File: config.mk
export PLATFORM = sky130hd
export DESIGN_NAME = ide_mmio_bridge
export DESIGN_NICKNAME = d
export VERILOG_FILES = /design/src/rtl/ide_mmio_pkg.sv /design/src/rtl/ide_addr_decode.sv /design/src/rtl/ide_byte_swap.sv /design/src/rtl/ide_mmio_bridge.sv
export SDC_FILE = /design/constraint.sdc
export NUM_CORES = 1
export LEC_CHECK = 0
export ABC_AREA = 1
export BUFFER_PORTS_ARGS = -buffer_cell sky130_fd_sc_hd__buf_4
export CAP_MARGIN = 10
export CORE_ASPECT_RATIO = 0.9
export CORE_UTILIZATION = 29
export CTS_CLUSTER_SIZE = 10
export DETAILED_ROUTE_END_ITERATION = 16
export GPL_TIMING_DRIVEN = 0
export PLACE_DENSITY_LB_ADDON = 0.05
export SLEW_MARGIN = 10
export SYNTH_ARGS = -nofsm -noshare
export SYNTH_HDL_FRONTEND = slang
export SYNTH_SLANG_ARGS = --single-unit
File: constraint.sdc
create_clock -name clk -period 1.7 [get_ports clk]
set_clock_uncertainty 0.1 [all_clocks]
set_input_delay 0.425 -clock clk [delete_from_list [all_inputs] [get_ports clk]]
set_output_delay 0.425 -clock clk [all_outputs]
set_load 0.01 [all_outputs]
File: src/rtl/ide_mmio_pkg.sv
package ide_mmio_pkg;
  typedef enum logic [1:0] {
    SZ_BYTE = 2'd0,
    SZ_HALF = 2'd1,
    SZ_WORD = 2'd2,
    SZ_RSVD = 2'd3
  } acc_size_e;

  typedef enum logic [1:0] {
    TGT_NONE = 2'd0,
    TGT_TASK = 2'd1,
    TGT_CTRL = 2'd2,
    TGT_DATA = 2'd3
  } acc_tgt_e;
endpackage

File: src/rtl/ide_addr_decode.sv
module ide_addr_decode
  import ide_mmio_pkg::*;
#(
  parameter int ADDR_W      = 32,
  parameter int WIN_BITS    = 12,
  parameter int STRIDE_BITS = 4,
  parameter int TF_FIRST    = 1,
  parameter int TF_LAST     = 7,
  parameter int CTL_IDX_A   = 8,
  parameter int CTL_IDX_B   = 22,
  parameter int TF_IDX_W    = 3
) (
  input  logic [ADDR_W-1:0]   addr,
  input  logic [1:0]          size,
  output acc_tgt_e            tgt,
  output logic [TF_IDX_W-1:0] task_sel
);
  localparam int IDX_W = WIN_BITS - STRIDE_BITS;

  logic [IDX_W-1:0] idx;
  logic             unused_addr_bits;

  assign idx              = addr[WIN_BITS-1:STRIDE_BITS];
  assign task_sel         = idx[TF_IDX_W-1:0];
  assign unused_addr_bits = ^{addr[ADDR_W-1:WIN_BITS], addr[STRIDE_BITS-1:0]};

  always_comb begin
    tgt = TGT_NONE;
    case (size)
      SZ_BYTE: begin
        if (idx >= IDX_W'(TF_FIRST) && idx <= IDX_W'(TF_LAST))
          tgt = TGT_TASK;
        else if (idx == IDX_W'(CTL_IDX_A) || idx == IDX_W'(CTL_IDX_B))
          tgt = TGT_CTRL;
      end
      SZ_HALF, SZ_WORD: begin
        if (idx == '0)
          tgt = TGT_DATA;
      end
      default: tgt = TGT_NONE;
    endcase
  end
endmodule

File: src/rtl/ide_byte_swap.sv
module ide_byte_swap #(
  parameter int LANES = 4
) (
  input  logic [LANES*8-1:0] din,
  output logic [LANES*8-1:0] dout
);
  for (genvar g = 0; g < LANES; g++) begin : g_lane
    assign dout[g*8 +: 8] = din[(LANES-1-g)*8 +: 8];
  end
endmodule

File: src/rtl/ide_mmio_bridge.sv
module ide_mmio_bridge
  import ide_mmio_pkg::*;
#(
  parameter int ADDR_W      = 32,
  parameter int WIN_BITS    = 12,
  parameter int STRIDE_BITS = 4,
  parameter int CTL_IDX_A   = 8,
  parameter int CTL_IDX_B   = 22
) (
  input  logic              clk,
  input  logic              rst,
  input  logic              bus_valid,
  input  logic              bus_write,
  input  logic [1:0]        bus_size,
  input  logic [ADDR_W-1:0] bus_addr,
  input  logic [31:0]       bus_wdata,
  output logic              rsp_valid,
  output logic [31:0]       rsp_rdata,
  output logic              tf_wr,
  output logic              tf_rd,
  output logic [2:0]        tf_idx,
  output logic [7:0]        tf_wdata,
  input  logic [7:0]        tf_rdata,
  output logic              ctl_wr,
  output logic [7:0]        ctl_wdata,
  output logic              alt_rd,
  input  logic [7:0]        alt_rdata,
  output logic              dp_wr,
  output logic              dp_rd,
  output logic              dp_wide,
  output logic [31:0]       dp_wdata,
  input  logic [31:0]       dp_rdata
  ,output logic             dev_reset
);
  localparam int HALF_W = 16;
  localparam int WORD_W = 32;

  acc_tgt_e    req_tgt;
  logic [2:0]  req_sel;
  logic [15:0] wr_sw16, rd_sw16;
  logic [31:0] wr_sw32, rd_sw32;
  logic        rd_pend;
  acc_tgt_e    rd_tgt;
  logic [1:0]  rd_size;
  logic [31:0] rd_mux;
  logic        is_rd, is_wr;

  ide_addr_decode #(
    .ADDR_W(ADDR_W), .WIN_BITS(WIN_BITS), .STRIDE_BITS(STRIDE_BITS),
    .TF_FIRST(1), .TF_LAST(7), .CTL_IDX_A(CTL_IDX_A), .CTL_IDX_B(CTL_IDX_B),
    .TF_IDX_W(3)
  ) u_dec (
    .addr(bus_addr), .size(bus_size), .tgt(req_tgt), .task_sel(req_sel)
  );

  ide_byte_swap #(.LANES(HALF_W/8)) u_wr16 (.din(bus_wdata[15:0]), .dout(wr_sw16));
  ide_byte_swap #(.LANES(WORD_W/8)) u_wr32 (.din(bus_wdata),       .dout(wr_sw32));
  ide_byte_swap #(.LANES(HALF_W/8)) u_rd16 (.din(dp_rdata[15:0]),  .dout(rd_sw16));
  ide_byte_swap #(.LANES(WORD_W/8)) u_rd32 (.din(dp_rdata),        .dout(rd_sw32));

  assign is_rd = bus_valid && !bus_write;
  assign is_wr = bus_valid &&  bus_write;

  always_comb begin
    case (rd_tgt)
      TGT_TASK: rd_mux = {24'h0, tf_rdata};
      TGT_CTRL: rd_mux = {24'h0, alt_rdata};
      TGT_DATA: rd_mux = (rd_size == SZ_WORD) ? rd_sw32 : {16'h0, rd_sw16};
      default: begin
        case (rd_size)
          SZ_BYTE: rd_mux = 32'h0000_00FF;
          SZ_HALF: rd_mux = 32'h0000_FFFF;
          default: rd_mux = 32'hFFFF_FFFF;
        endcase
      end
    endcase
  end

  always_ff @(posedge clk) begin
    if (rst) begin
      dev_reset <= 1'b1;
      tf_wr     <= 1'b0;
      tf_rd     <= 1'b0;
      ctl_wr    <= 1'b0;
      alt_rd    <= 1'b0;
      dp_wr     <= 1'b0;
      dp_rd     <= 1'b0;
      dp_wide   <= 1'b0;
      tf_idx    <= '0;
      tf_wdata  <= '0;
      ctl_wdata <= '0;
      dp_wdata  <= '0;
      rd_pend   <= 1'b0;
      rd_tgt    <= TGT_NONE;
      rd_size   <= SZ_BYTE;
      rsp_valid <= 1'b0;
      rsp_rdata <= '0;
    end else begin
      dev_reset <= 1'b0;
      tf_wr     <= is_wr && (req_tgt == TGT_TASK);
      tf_rd     <= is_rd && (req_tgt == TGT_TASK);
      ctl_wr    <= is_wr && (req_tgt == TGT_CTRL);
      alt_rd    <= is_rd && (req_tgt == TGT_CTRL);
      dp_wr     <= is_wr && (req_tgt == TGT_DATA);
      dp_rd     <= is_rd && (req_tgt == TGT_DATA);
      if (bus_valid) begin
        tf_idx    <= req_sel;
        tf_wdata  <= bus_wdata[7:0];
        ctl_wdata <= bus_wdata[7:0];
        dp_wide   <= (bus_size == SZ_WORD);
        dp_wdata  <= (bus_size == SZ_WORD) ? wr_sw32 : {16'h0, wr_sw16};
      end
      rd_pend   <= is_rd;
      rd_tgt    <= req_tgt;
      rd_size   <= bus_size;
      rsp_valid <= rd_pend;
      if (rd_pend)
        rsp_rdata <= rd_mux;
    end
  end
endmodule

==> results of run 1 <==
-- metal layers --
metal	wire, microns	up-vias	part of all wire (%)	global-route usage [%]
li1	-	2001	-	-
met4	120	0	0.95	5.18
met3	758	9	6.0	5.38
met1	6050	1794	48	26.0
met5	0	-	0	0
met2	5650	128	45	30.9
-- critical path, cell delays in order --
cell	delay [ns]
sky130_fd_sc_hd__buf_4	0.12
sky130_fd_sc_hd__inv_1	0.09
sky130_fd_sc_hd__ha_1	0.17
sky130_fd_sc_hd__buf_2	0.24
sky130_fd_sc_hd__nand2_1	0.12
sky130_fd_sc_hd__inv_2	0.13
sky130_fd_sc_hd__buf_2	0.23
sky130_fd_sc_hd__o22ai_1	0.10
sky130_fd_sc_hd__a21oi_1	0.12
-- registers in the layout, summed over array words and instances, names as in the netlist --
| name | count |
|---|---|
| rsp_rdata | 32 |
| ctl_wdata | 8 |
| tf_wr | 1 |
| dp_wide | 1 |
| rd_pend | 1 |
| dp_wr | 1 |
| rsp_valid | 1 |
| dp_rd | 1 |
| dp_wdata | 32 |
| tf_idx | 3 |
| alt_rd | 1 |
| ctl_wr | 1 |
| rd_tgt | 2 |
| dev_reset | 1 |
| rd_size | 2 |
| tf_rd | 1 |
-- cells in the final DEF, fill, tap and decap left out, types with 2 or more instances in the layout --
master	count
sky130_fd_sc_hd__clkbuf_16	9
sky130_fd_sc_hd__clkbuf_1	14
sky130_fd_sc_hd__nand2_1	101
sky130_fd_sc_hd__dfxtp_1	88
sky130_fd_sc_hd__a22o_1	2
sky130_fd_sc_hd__a31oi_1	6
sky130_fd_sc_hd__buf_2	5
sky130_fd_sc_hd__a21oi_1	86
sky130_fd_sc_hd__o21ai_2	4
sky130_fd_sc_hd__nand3_1	4
sky130_fd_sc_hd__clkbuf_2	3
sky130_fd_sc_hd__nor3_1	4
sky130_fd_sc_hd__o21ai_0	32
sky130_fd_sc_hd__nor2_1	54
sky130_fd_sc_hd__buf_4	195
sky130_fd_sc_hd__o22ai_1	8
sky130_fd_sc_hd__inv_2	10
sky130_fd_sc_hd__buf_1	2
sky130_fd_sc_hd__o21ai_1	24
sky130_fd_sc_hd__clkbuf_8	3
sky130_fd_sc_hd__inv_1	22
sky130_fd_sc_hd__ha_1	3
-- through the flow --
stage	setup slack, ns	std cells
after floorplan	0.140	488
after global placement	-0.230	832
after detailed placement	-0.258	832
after CTS	-0.0146	846
after global routing	0.0267	847
final	0.127	847
-- how the worst max path moves through the flow --
stage	start	to	slack, ns	depth (start not counted)
floorplan	bus_size[0]	dp_wdata[15]	0.14	7
global placement	bus_size[0]	dp_wdata[27]	-0.23	7
detailed placement	bus_size[0]	dp_wdata[3]	-0.26	7
CTS	rd_size[1]	rsp_rdata[0]	-0.01	6
global route	bus_size[0]	dp_wdata[17]	0.03	9
finish	bus_size[0]	dp_wdata[15]	0.13	9
-- logic make-up after synthesis --
kind of cell	Yosys count	share of synthesized area (%)
fa+ha+maj	3	1.03
buf+inv	67	8.18
compound gates	163	23.5
simple gates	166	18.2
flops	89	49.1
-- final cells by class --
| class | count | area (sq um) |
|---|---|---|
| Clock inverter | 2 | 37.5 |
| Clock buffer | 12 | 267 |
| Buffer | 34 | 179 |
| Multi-Input combinational cell | 332 | 1560 |
| Sequential cell | 89 | 1780 |
| Fill cell | 1296 | 6580 |
| Inverter | 32 | 120 |
| Timing Repair Buffer | 186 | 1400 |
| Tap cell | 160 | 200 |
-- power by group through the flow --
stage               combinational (uW)  clock, uW  sequential (uW)
detailed placement                 713          0             2290
global placement                   707          0             2280
floorplan                          243          0             2320
global route                       782       2180             2250
CTS                                715       2110             2240
finish                             713       2050             2240
-- what timing repair did --
item / CTS / global route
pin swaps: 0 / 1
buffers inserted: 0 / 2
gates resized for setup: 2 / 8
endpoints found under the setup margin: 2 / 25
==> summary.txt, run 1 <==
Logic synthesis
  • FF+latch count, synth: slightly below 90
  • Commonest register cell after synthesis: sky130_fd_sc_hd__dfxtp_1
  • Count of warnings emitted by yosys: 0
  • Total nets after synthesis: about 600
  • Share of the synthesized area in the top cell type: around half
  • Most frequent cells after synthesis: sky130_fd_sc_hd__nand2_1, sky130_fd_sc_hd__dfxtp_1, sky130_fd_sc_hd__a21oi_1
  • Number of instances in the synthesized netlist: a little under 500
  • Count of flip-flops with a built-in enable after synthesis: 0
  • Cell Area, Synth: 3630 sq um
  • Cell types with the largest area share after synthesis: sky130_fd_sc_hd__dfxtp_1, sky130_fd_sc_hd__a21oi_1, sky130_fd_sc_hd__nand2_1
  • Mean instance size in the synthesized netlist: about 7.4 sq um
  • Cell type contributing the most total cell area after synthesis: sky130_fd_sc_hd__dfxtp_1
  • Synth unique cells: 24
  • Fraction of registers with async set/reset: 0%
  • Fraction of the yosys area taken by sequential cells: 49.1%
  • Top-count cell post-synth: sky130_fd_sc_hd__nand2_1

Finish
  • Number of antenna diodes: 0
  • Proportion of layout cells with a drive suffix above 1: about a third
  • Area added between synthesis and finish: 52.8%
  • Summed area of non-filler cells in the final layout: about 5500 sq um
  • Nets@finish: slightly above 800
  • Post-Route Utilization: a little under half

Worst setup path
  • Critical path start-end classification: in -> reg
  • R2R Path Start: rd_size[1]
  • FF-to-FF path depth: 6
  • WP data required: 1.87 ns
  • Worst R2R Setup Slack: between 0.1 and 0.15 ns
  • Capture point of the worst reg-to-reg path: rsp_rdata[1]
  • Top fanout value on the critical path: 10
  • CP endpoint kind: register
  • Critical path launch point type: input port
  • Data arrival at the endpoint of the critical path: 1.74 ns

CTS
  • Number of clock buffers inserted by TritonCTS: 9
  • Worst-path clk slew: around 0.060 ns
  • Worst-case clock buffer depth: 2
  • Hold-fix buffers, CTS: 0
  • Clock tree from TritonCTS: done
  • Number of sinks on the clock net: 89
  • CTS root buf: sky130_fd_sc_hd__clkbuf_16
  • Depth of the CTS H-tree: 3
  • Clock insertion delay at the later pin of the skew report: approximately 0.33 ns

Timing
  • Min Tclk post-route: roughly 1.6 ns
  • RSZ-0062 raised after global routing: no
  • Part of the cycle the worst path needs: roughly 90%
  • Upper clock frequency limit: 636 MHz
  • Least-Margin Pin Slew: just over 0.7 ns
  • Setup total negative slack: 0 ns
  • Relative max-transition margin: between 50% and 60%
  • Fin. max-slew vios: 0
  • Finish-stage setup viols: 0
  • Count of endpoints failing hold in the final timing report: 0
  • WHS: roughly 0.14 ns

Job
  • Max Cap Viol: 0

Route
  • Remaining antenna violation count after routing: 0
  • Iter 0 DRT Violations: around 240
  • Avg Vias per Cell: 4.64
  • Routed wire length: between 10000 and 15000 microns
  • Post-detailed-route wirelength per cell: 14.9 microns
  • Number of vias after detailed routing: a little under 4000
  • Detailed-route DRC error count: 0
  • Number of optimization iterations in the first detailed-route pass: 4

Power and ir drop
  • Pwr Density: around 900 nW/um^2
  • Internal power component: around 3800 uW
  • Maximum VDD drop: 0.000398 V
  • Proportion of power drawn by flip-flops and latches: 44.8%
  • Fraction of power consumed by the clock network: between 40% and 50%
  • Combinational share of power: around 14%
  • Switching part of the total: between 20% and 30%
  • Final total power: ~5000 uW
  • Switching power: 1220 uW
  • Reported leakage power: about 0.0026 uW

Global routing
  • Remaining global-route overflow: 0
  • Pin count of the biggest net entering global routing: 14
  • Antenna violations before repair: 0
  • Overall routing resource usage: ~19%
  • Vias in the first global route: between 3000 and 4000
  • Global-route wire length before repair: a little under 20000 microns

Floorplanning
  • Initial standard-cell utilization of the core: between 20 and 30%
  • # IOs: 210
  • Area of the core region: ~12000 sq um
  • Height of the chip: between 100 and 150 microns
  • Die area: between 10000 and 15000 sq um
  • Floorplan die width: about 120 microns
  • Number of placement rows: 38

Placement
  • Weighted congestion at the end of routability-driven global placement: just over 0.8
  • Count of port buffers added during placement: 184
  • DP HPWL: roughly 9900 microns
  • Total cell area at the placement stage: between 5000 and 6000 sq um

Worst hold path
  • Start point of the worst min-delay path: rst
  • Depth of the worst hold-timing path: 1
  • Hold-critical path endpoint: dev_reset
  • Class of the tightest hold or removal check: in -> reg

Status
  • Run status: finished, final reports clean
Power figures use the tool's default switching activity.
==> run 2: changes to the inputs <==
- SKIP_LAST_GASP: unset -> 1
- SYNTH_HIERARCHICAL: unset -> 1
==> run 2 against run 1 <==
- total power up 5.7%
- final cell count increased by 17%
- via count up 8.7%
- core utilization shrank 5.8 points
- highest routed layer unchanged
- sequential power about the same
- clock power up 8%
- worst setup slack gained 0.066 ns
- design area rose by 12%
- global-route usage decreased by 2.3 points
==> summary.txt, run 2 <==
Logic synthesis
  • Fraction of the yosys area taken by sequential cells: 38.1% (was 49.1%)
  • Fraction of registers with async set/reset: 0% (unchanged)
  • Number of instances in the synthesized netlist: 647 (was 488)
  • Cell Area, Synth: 4680 sq um (was 3630 sq um)
  • Total nets after synthesis: 767 (was 609)
  • Top-count cell post-synth: sky130_fd_sc_hd__nand2_1 (unchanged)
  • Count of flip-flops with a built-in enable after synthesis: 0 (unchanged)
  • Cell type contributing the most total cell area after synthesis: sky130_fd_sc_hd__dfxtp_1 (unchanged)
  • Most frequent cells after synthesis: sky130_fd_sc_hd__nand2_1, sky130_fd_sc_hd__buf_4, sky130_fd_sc_hd__dfxtp_1 (was sky130_fd_sc_hd__nand2_1, sky130_fd_sc_hd__dfxtp_1, sky130_fd_sc_hd__a21oi_1)
  • Cell types with the largest area share after synthesis: sky130_fd_sc_hd__dfxtp_1, sky130_fd_sc_hd__buf_4, sky130_fd_sc_hd__nand2_1 (was sky130_fd_sc_hd__dfxtp_1, sky130_fd_sc_hd__a21oi_1, sky130_fd_sc_hd__nand2_1)
  • Commonest register cell after synthesis: sky130_fd_sc_hd__dfxtp_1 (unchanged)
  • Synth unique cells: 22 (was 24)
  • Share of the synthesized area in the top cell type: 38.1% (was 49.1%)
  • FF+latch count, synth: 89 (unchanged)
  • Count of warnings emitted by yosys: 6 (was 0)
  • Mean instance size in the synthesized netlist: 7.23 sq um (was 7.43 sq um)

Route
  • Detailed-route DRC error count: 0 (unchanged)
  • Number of vias after detailed routing: 4273 (was 3932)
  • Post-detailed-route wirelength per cell: 14.2 microns (was 14.9 microns)
  • Iter 0 DRT Violations: 167 (was 241)
  • Number of optimization iterations in the first detailed-route pass: 5 (was 4)
  • Avg Vias per Cell: 4.31 (was 4.64)
  • Remaining antenna violation count after routing: 0 (unchanged)
  • Routed wire length: 14100 microns (was 12600 microns)

Job
  • Max Cap Viol: 0 (unchanged)

Power and ir drop
  • Proportion of power drawn by flip-flops and latches: 42.4% (was 44.8%)
  • Fraction of power consumed by the clock network: 41.7% (was 41.0%)
  • Internal power component: 4000 uW (was 3790 uW)
  • Reported leakage power: 0.00302 uW (was 0.00256 uW)
  • Switching power: 1290 uW (was 1220 uW)
  • Maximum VDD drop: 0.000428 V (was 0.000398 V)
  • Switching part of the total: 24.5% (was 24.3%)
  • Pwr Density: 850 nW/um^2 (was 903 nW/um^2)
  • Combinational share of power: 15.9% (was 14.2%)

Finish
  • Number of antenna diodes: 0 (unchanged)
  • Final-layout fill cell count: 1671 (was 1296)
  • Top flop regs: dp_wdata (32), rsp_rdata (32), ctl_wdata (8) (unchanged)
  • Commonest cells after routing, fill and taps aside: sky130_fd_sc_hd__buf_4, sky130_fd_sc_hd__nand2_1, sky130_fd_sc_hd__dfxtp_1 (unchanged)
  • Sequential cell area in the final layout: 1780 sq um (about the same)
  • Summed area of non-filler cells in the final layout: 6220 sq um (was 5540 sq um)
  • Nets@finish: 906 (was 805)
  • Most common cell after layout, fill and taps aside: sky130_fd_sc_hd__buf_4 (unchanged)
  • Area added between synthesis and finish: 33.0% (was 52.8%)
  • Proportion of layout cells with a drive suffix above 1: 37.6% (was 34.4%)
  • Multi-input gate area: 1700 sq um (was 1560 sq um)

CTS
  • Depth of the CTS H-tree: 3 (unchanged)
  • Clock tree from TritonCTS: done (unchanged)
  • Post_cts resized: 0 (was 2)
  • Number of sinks on the clock net: 89 (unchanged)
  • Worst-case clock buffer depth: 2 (unchanged)
  • Clock insertion delay at the later pin of the skew report: 0.34 ns (was 0.33 ns)
  • Post-CTS setup buffer count: 0 (unchanged)
  • Worst-path clk slew: 0.06 ns (about the same)
  • Number of clock buffers inserted by TritonCTS: 9 (unchanged)
  • Hold-fix buffers, CTS: 0 (unchanged)
  • CTS root buf: sky130_fd_sc_hd__clkbuf_16 (unchanged)

Placement
  • DP HPWL: 10900 microns (was 9880 microns)
  • Count of port buffers added during placement: 128 (was 184)
  • Weighted congestion at the end of routability-driven global placement: 0.783 (was 0.829)
  • Total cell area at the placement stage: 5890 sq um (was 5210 sq um)

Timing
  • Setup total negative slack: 0 ns (unchanged)
  • RSZ-0062 raised after global routing: no (unchanged)
  • Upper clock frequency limit: 664 MHz (was 636 MHz)
  • Finish-stage setup viols: 0 (unchanged)
  • Relative max-transition margin: 58.8% (was 51.7%)
  • Least-Margin Pin Slew: 0.618 ns (was 0.721 ns)
  • Count of endpoints failing hold in the final timing report: 0 (unchanged)
  • Part of the cycle the worst path needs: 88.6% (was 92.5%)
  • WHS: 0.163 ns (was 0.139 ns)
  • Fin. max-slew vios: 0 (unchanged)
  • Min Tclk post-route: 1.51 ns (was 1.57 ns)

Worst setup path
  • CP cell instances: buf_4 > inv_1 > clkbuf_1 > nand3_1 > nor2_1 (was buf_4 > inv_1 > ha_1 > buf_2 > nand2_1 > inv_2 > buf_2 > o22ai_1 > a21oi_1)
  • Crit path largest cell delay: 0.52 ns (was 0.24 ns)
  • R2R Path Start: rd_pend (was rd_size[1])
  • WP data required: 1.87 ns (about the same)
  • Critical path start-end classification: in -> reg (unchanged)
  • Capture point of the worst reg-to-reg path: rsp_rdata[23] (was rsp_rdata[1])
  • Top fanout value on the critical path: 10 (unchanged)
  • Top Family by Delay on Critical Path: buffers and inverters (unchanged)
  • FF-to-FF path depth: 5 (was 6)
  • Critical path buffer and inverter count: 3 (was 5)
  • Worst R2R Setup Slack: 0.24 ns (was 0.14 ns)
  • Critical path launch point type: input port (unchanged)
  • Data arrival at the endpoint of the critical path: 1.68 ns (was 1.74 ns)
  • Worst path slowest cell: sky130_fd_sc_hd__clkbuf_1 (was sky130_fd_sc_hd__buf_2)
  • CP endpoint kind: register (unchanged)

Floorplanning
  • Floorplan die width: 136 microns (was 120 microns)
  • Die area: 16600 sq um (was 13000 sq um)
  • Number of placement rows: 43 (was 38)
  • Initial standard-cell utilization of the core: 30.0% (was 29.9%)
  • Height of the chip: 123 microns (was 108 microns)
  • # IOs: 210 (unchanged)
  • Area of the core region: 15600 sq um (was 12100 sq um)

Global routing
  • Antenna violations before repair: 0 (unchanged)
  • Vias in the first global route: 4161 (was 3825)
  • Global-route wire length before repair: 21700 microns (was 19400 microns)
  • Pin count of the biggest net entering global routing: 15 (was 14)
  • Overall routing resource usage: 17.2% (was 19.5%)
  • Remaining global-route overflow: 0 (unchanged)

Worst hold path
  • Class of the tightest hold or removal check: in -> reg (unchanged)
  • Depth of the worst hold-timing path: 1 (unchanged)
  • Start point of the worst min-delay path: rst (unchanged)
  • Hold-critical path endpoint: dev_reset (unchanged)

Status
  • Run status: finished, final reports clean (unchanged)
==> run 2: power by group through the flow <==
stage               registers (uW)  clock network, uW  logic (uW)
finish                        2240               2210         840
global route                  2250               2390         928
CTS                           2240               2290         850
detailed placement            2290                  0         847
global placement              2290                  0         843
floorplan                     2320                  0         451
==> run 2: cell type report <==
class / count / share of cell area [%]
Multi-Input combinational cell: 360 / 27.4
Clock inverter: 4 / 1.23
Buffer: 135 / 15.4
Timing Repair Buffer: 128 / 15.4
Clock buffer: 11 / 4.06
Tap cell: 202 / 4.06
Inverter: 63 / 3.80
Sequential cell: 89 / 28.6
==> run 2: stage by stage <==
| stage | cells | utilization (%) | total power (uW) | setup slack [ns] |
|---|---|---|---|---|
| 5_1_grt | 992 | 39.9 | 5570 | 0.0616 |
| 3_3_place_gp | 977 | 37.8 | 3130 | -0.242 |
| 3_5_place_dp | 977 | 37.8 | 3140 | -0.211 |
| 6_report | 992 | 39.9 | 5290 | 0.194 |
| 2_1_floorplan | 647 | - | 2780 | 0.304 |
| 4_1_cts | 992 | 39.9 | 5380 | 0.142 |
==> run 2: cells by family (layout without fill, tap and decap cells) <==
logic type / after synthesis / in the layout / synth area share, %
AOI/OAI and AO/OA: 128 / 128 / 15.3
adders and majority gates: 2 / 2 / 0.535
buffers and inverters: 198 / 341 / 25.5
DFF: 89 / 89 / 38.1
and+or+nand+nor: 230 / 230 / 20.5
==> run 2: layer usage <==
metal  vias up  track usage (%)  share of wire (%)
li1       2215                -                  -
met1      1915             23.8                 49
met2       134             25.9                 42
met3         9             4.87                7.8
met4         0             4.38               0.94
met5         -                0                  0
==> run 2: how the worst max path moves through the flow <==
| stage | start | end | slack (ns) | cells after the start |
|---|---|---|---|---|
| after floorplan | bus_size[0] | ctl_wr | 0.30 | 7 |
| after global placement | rst | tf_wr | -0.24 | 5 |
| after detailed placement | rst | tf_wr | -0.21 | 5 |
| after CTS | rst | tf_wr | 0.14 | 5 |
| after global routing | rst | dp_wdata[13] | 0.06 | 5 |
| final | rst | tf_wr | 0.19 | 5 |
==> run 2: worst register-to-register path: stages, from the launching register on <==
cell and delay [ns]:
sky130_fd_sc_hd__dfxtp_1 0.40, sky130_fd_sc_hd__buf_4 0.21, sky130_fd_sc_hd__inv_2 0.07, sky130_fd_sc_hd__a21oi_4 0.26
sky130_fd_sc_hd__buf_6 0.23, sky130_fd_sc_hd__a21oi_2 0.07
==> run 3: changes to the inputs <==
--- a/config.mk
+++ b/config.mk
@@ -15,3 +15,2 @@
 export GPL_TIMING_DRIVEN = 0
-export PLACE_DENSITY_LB_ADDON = 0.05
 export SKIP_LAST_GASP = 1
--- a/constraint.sdc
+++ b/constraint.sdc
@@ -4,2 +4,2 @@
 set_output_delay 0.425 -clock clk [all_outputs]
-set_load 0.01 [all_outputs]
+set_load 0.1 [all_outputs]
==> run 3 against run 2 <==
- count of clock-buffer cells in the layout unchanged
- register-to-register slack improved by 0.03 ns
- core utilization about the same
- first-iteration DRC count decreased by 16%
- final cell count increased by 0.10%
- wire length decreased by 6.7%
- non-clock buffer count unchanged
==> summary.txt, run 3 (synthesized netlist as in run 2, its figures left out) <==
Worst hold path
  • Start point of the worst min-delay path: rst (unchanged)
  • Class of the tightest hold or removal check: in -> reg (unchanged)
  • Depth of the worst hold-timing path: 1 (unchanged)
  • Hold-critical path endpoint: dev_reset (unchanged)

CTS
  • Number of clock buffers inserted by TritonCTS: 9 (unchanged)
  • Post_cts resized: 0 (unchanged)
  • CTS root buf: sky130_fd_sc_hd__clkbuf_16 (unchanged)
  • Worst-path clk slew: 0.07 ns (was 0.06 ns)
  • Hold-fix buffers, CTS: 0 (unchanged)
  • Worst-case clock buffer depth: 2 (unchanged)
  • Number of sinks on the clock net: 89 (unchanged)
  • Depth of the CTS H-tree: 3 (unchanged)
  • Post-CTS setup buffer count: 0 (unchanged)
  • Clock insertion delay at the later pin of the skew report: 0.34 ns (about the same)
  • Clock tree from TritonCTS: done (unchanged)

Finish
  • Multi-input gate area: 1700 sq um (unchanged)
  • Commonest cells after routing, fill and taps aside: sky130_fd_sc_hd__buf_4, sky130_fd_sc_hd__nand2_1, sky130_fd_sc_hd__dfxtp_1 (unchanged)
  • Proportion of layout cells with a drive suffix above 1: 38.7% (was 37.6%)
  • Area added between synthesis and finish: 32.9% (was 33.0%)
  • Final-layout fill cell count: 1691 (was 1671)
  • Number of antenna diodes: 0 (unchanged)
  • Top flop regs: dp_wdata (32), rsp_rdata (32), ctl_wdata (8) (unchanged)
  • Nets@finish: 906 (unchanged)
  • Most common cell after layout, fill and taps aside: sky130_fd_sc_hd__buf_4 (unchanged)
  • Sequential cell area in the final layout: 1790 sq um (was 1780 sq um)

Timing
  • Upper clock frequency limit: 622 MHz (was 664 MHz)
  • Minimum setup slack in the final design: 0.0933 ns (was 0.194 ns)
  • RSZ-0062 raised after global routing: no (unchanged)
  • Fin. max-slew vios: 0 (unchanged)
  • Finish-stage setup viols: 0 (unchanged)
  • Count of endpoints failing hold in the final timing report: 0 (unchanged)
  • WHS: 0.149 ns (was 0.163 ns)
  • Relative max-transition margin: 65.1% (was 58.8%)
  • Least-Margin Pin Slew: 0.524 ns (was 0.618 ns)
  • Part of the cycle the worst path needs: 94.5% (was 88.6%)
  • Min Tclk post-route: 1.61 ns (was 1.51 ns)

Floorplanning
  • Die area: 16600 sq um (unchanged)
  • Number of placement rows: 43 (unchanged)
  • # IOs: 210 (unchanged)
  • Height of the chip: 123 microns (unchanged)
  • Initial standard-cell utilization of the core: 30.0% (unchanged)
  • Floorplan die width: 136 microns (unchanged)
  • Area of the core region: 15600 sq um (unchanged)

Global routing
  • Global-route wire length before repair: 20300 microns (was 21700 microns)
  • Vias in the first global route: 3887 (was 4161)
  • Pin count of the biggest net entering global routing: 16 (was 15)
  • Overall routing resource usage: 16.0% (was 17.2%)
  • Remaining global-route overflow: 0 (unchanged)
  • Antenna violations before repair: 0 (unchanged)

Worst setup path
  • Worst R2R Setup Slack: 0.27 ns (was 0.24 ns)
  • Critical path start-end classification: reg -> out (was in -> reg)
  • Top fanout value on the critical path: 3 (was 10)
  • Capture point of the worst reg-to-reg path: rsp_rdata[7] (was rsp_rdata[23])
  • WP data required: 1.17 ns (was 1.87 ns)
  • FF-to-FF path depth: 6 (was 5)
  • Data arrival at the endpoint of the critical path: 1.08 ns (was 1.68 ns)
  • R2R Path Start: rd_size[1] (was rd_pend)
  • Critical path launch point type: register (was input port)
  • CP endpoint kind: output pin (was register)

Route
  • Remaining antenna violation count after routing: 0 (unchanged)
  • Detailed-route DRC error count: 0 (unchanged)
  • Avg Vias per Cell: 4.23 (was 4.31)
  • Routed wire length: 13100 microns (was 14100 microns)
  • Post-detailed-route wirelength per cell: 13.2 microns (was 14.2 microns)
  • Number of vias after detailed routing: 4197 (was 4273)
  • Iter 0 DRT Violations: 141 (was 167)
  • Number of optimization iterations in the first detailed-route pass: 4 (was 5)

Power and ir drop
  • Pwr Density: 951 nW/um^2 (was 850 nW/um^2)
  • Reported leakage power: 0.00301 uW (was 0.00302 uW)
  • Maximum VDD drop: 0.000431 V (was 0.000428 V)

Placement
  • Weighted congestion at the end of routability-driven global placement: 0.832 (was 0.783)
  • Worst setup timing slack at the placement stage: -0.101 ns (was -0.211 ns)
  • DP HPWL: 10300 microns (was 10900 microns)
  • Count of port buffers added during placement: 128 (unchanged)

Job
  • Max Cap Viol: 0 (unchanged)

Status
  • Run status: finished, final reports clean (unchanged)
[run 3: changes by cell type in the layout (fill, tap and decap cells not counted), sizes merged]
cell and delta:
inv +1, bufinv -1, clkinvlp +1
[run 3: layout make-up]
class / instances / share of cell area [%]
flip-flops and latches: 89 / 28.8
multi-input cells: 360 / 27.4
repair buffers: 128 / 15.5
plain buffers: 135 / 15.4
clock buffers: 11 / 4.06
well taps: 202 / 4.06
inverters: 63 / 3.80
clock inverters: 5 / 1.01
[run 3: worst max-delay path: stages (launching register included)]
cell	delay (ns)
sky130_fd_sc_hd__dfxtp_2	0.36
sky130_fd_sc_hd__buf_4	0.11
sky130_fd_sc_hd__buf_4	0.27
[run 3: report_power, final]
group	switching, uW	internal [uW]
Clock	866	1230
Sequential	55.1	2190
Combinational	1120	454
[run 3: metrics by stage]
step                util [%]  cells  TNS (ns)  power, uW  area (sq um)
CTS                     39.9    993         0       6000          6220
detailed placement      37.8    977    -0.738       3880          5900
global placement        37.8    977     -1.18       3870          5900
floorplan                  -    647         0       3520          4690
global route            39.9    993         0       6160          6220
finish                  39.9    993         0       5910          6220
[run 3: worst max-delay path by stage]
stage / cells after the start / start / to / slack (ns)
after floorplan: 1 / ctl_wdata[0] / tf_wdata[0] / 0.15
after global placement: 5 / rst / dp_wr / -0.14
after detailed placement: 5 / rst / ctl_wr / -0.10
after CTS: 2 / ctl_wdata[7] / tf_wdata[7] / 0.07
after global routing: 2 / ctl_wdata[0] / tf_wdata[0] / 0.05
final: 2 / ctl_wdata[7] / tf_wdata[7] / 0.09
[run 3: per-layer routing]
metal,GRT usage [%],wire [microns]
met1,20.3,6000
met2,25.2,5870
met4,5.49,172
met3,5.53,1100
met5,0,0
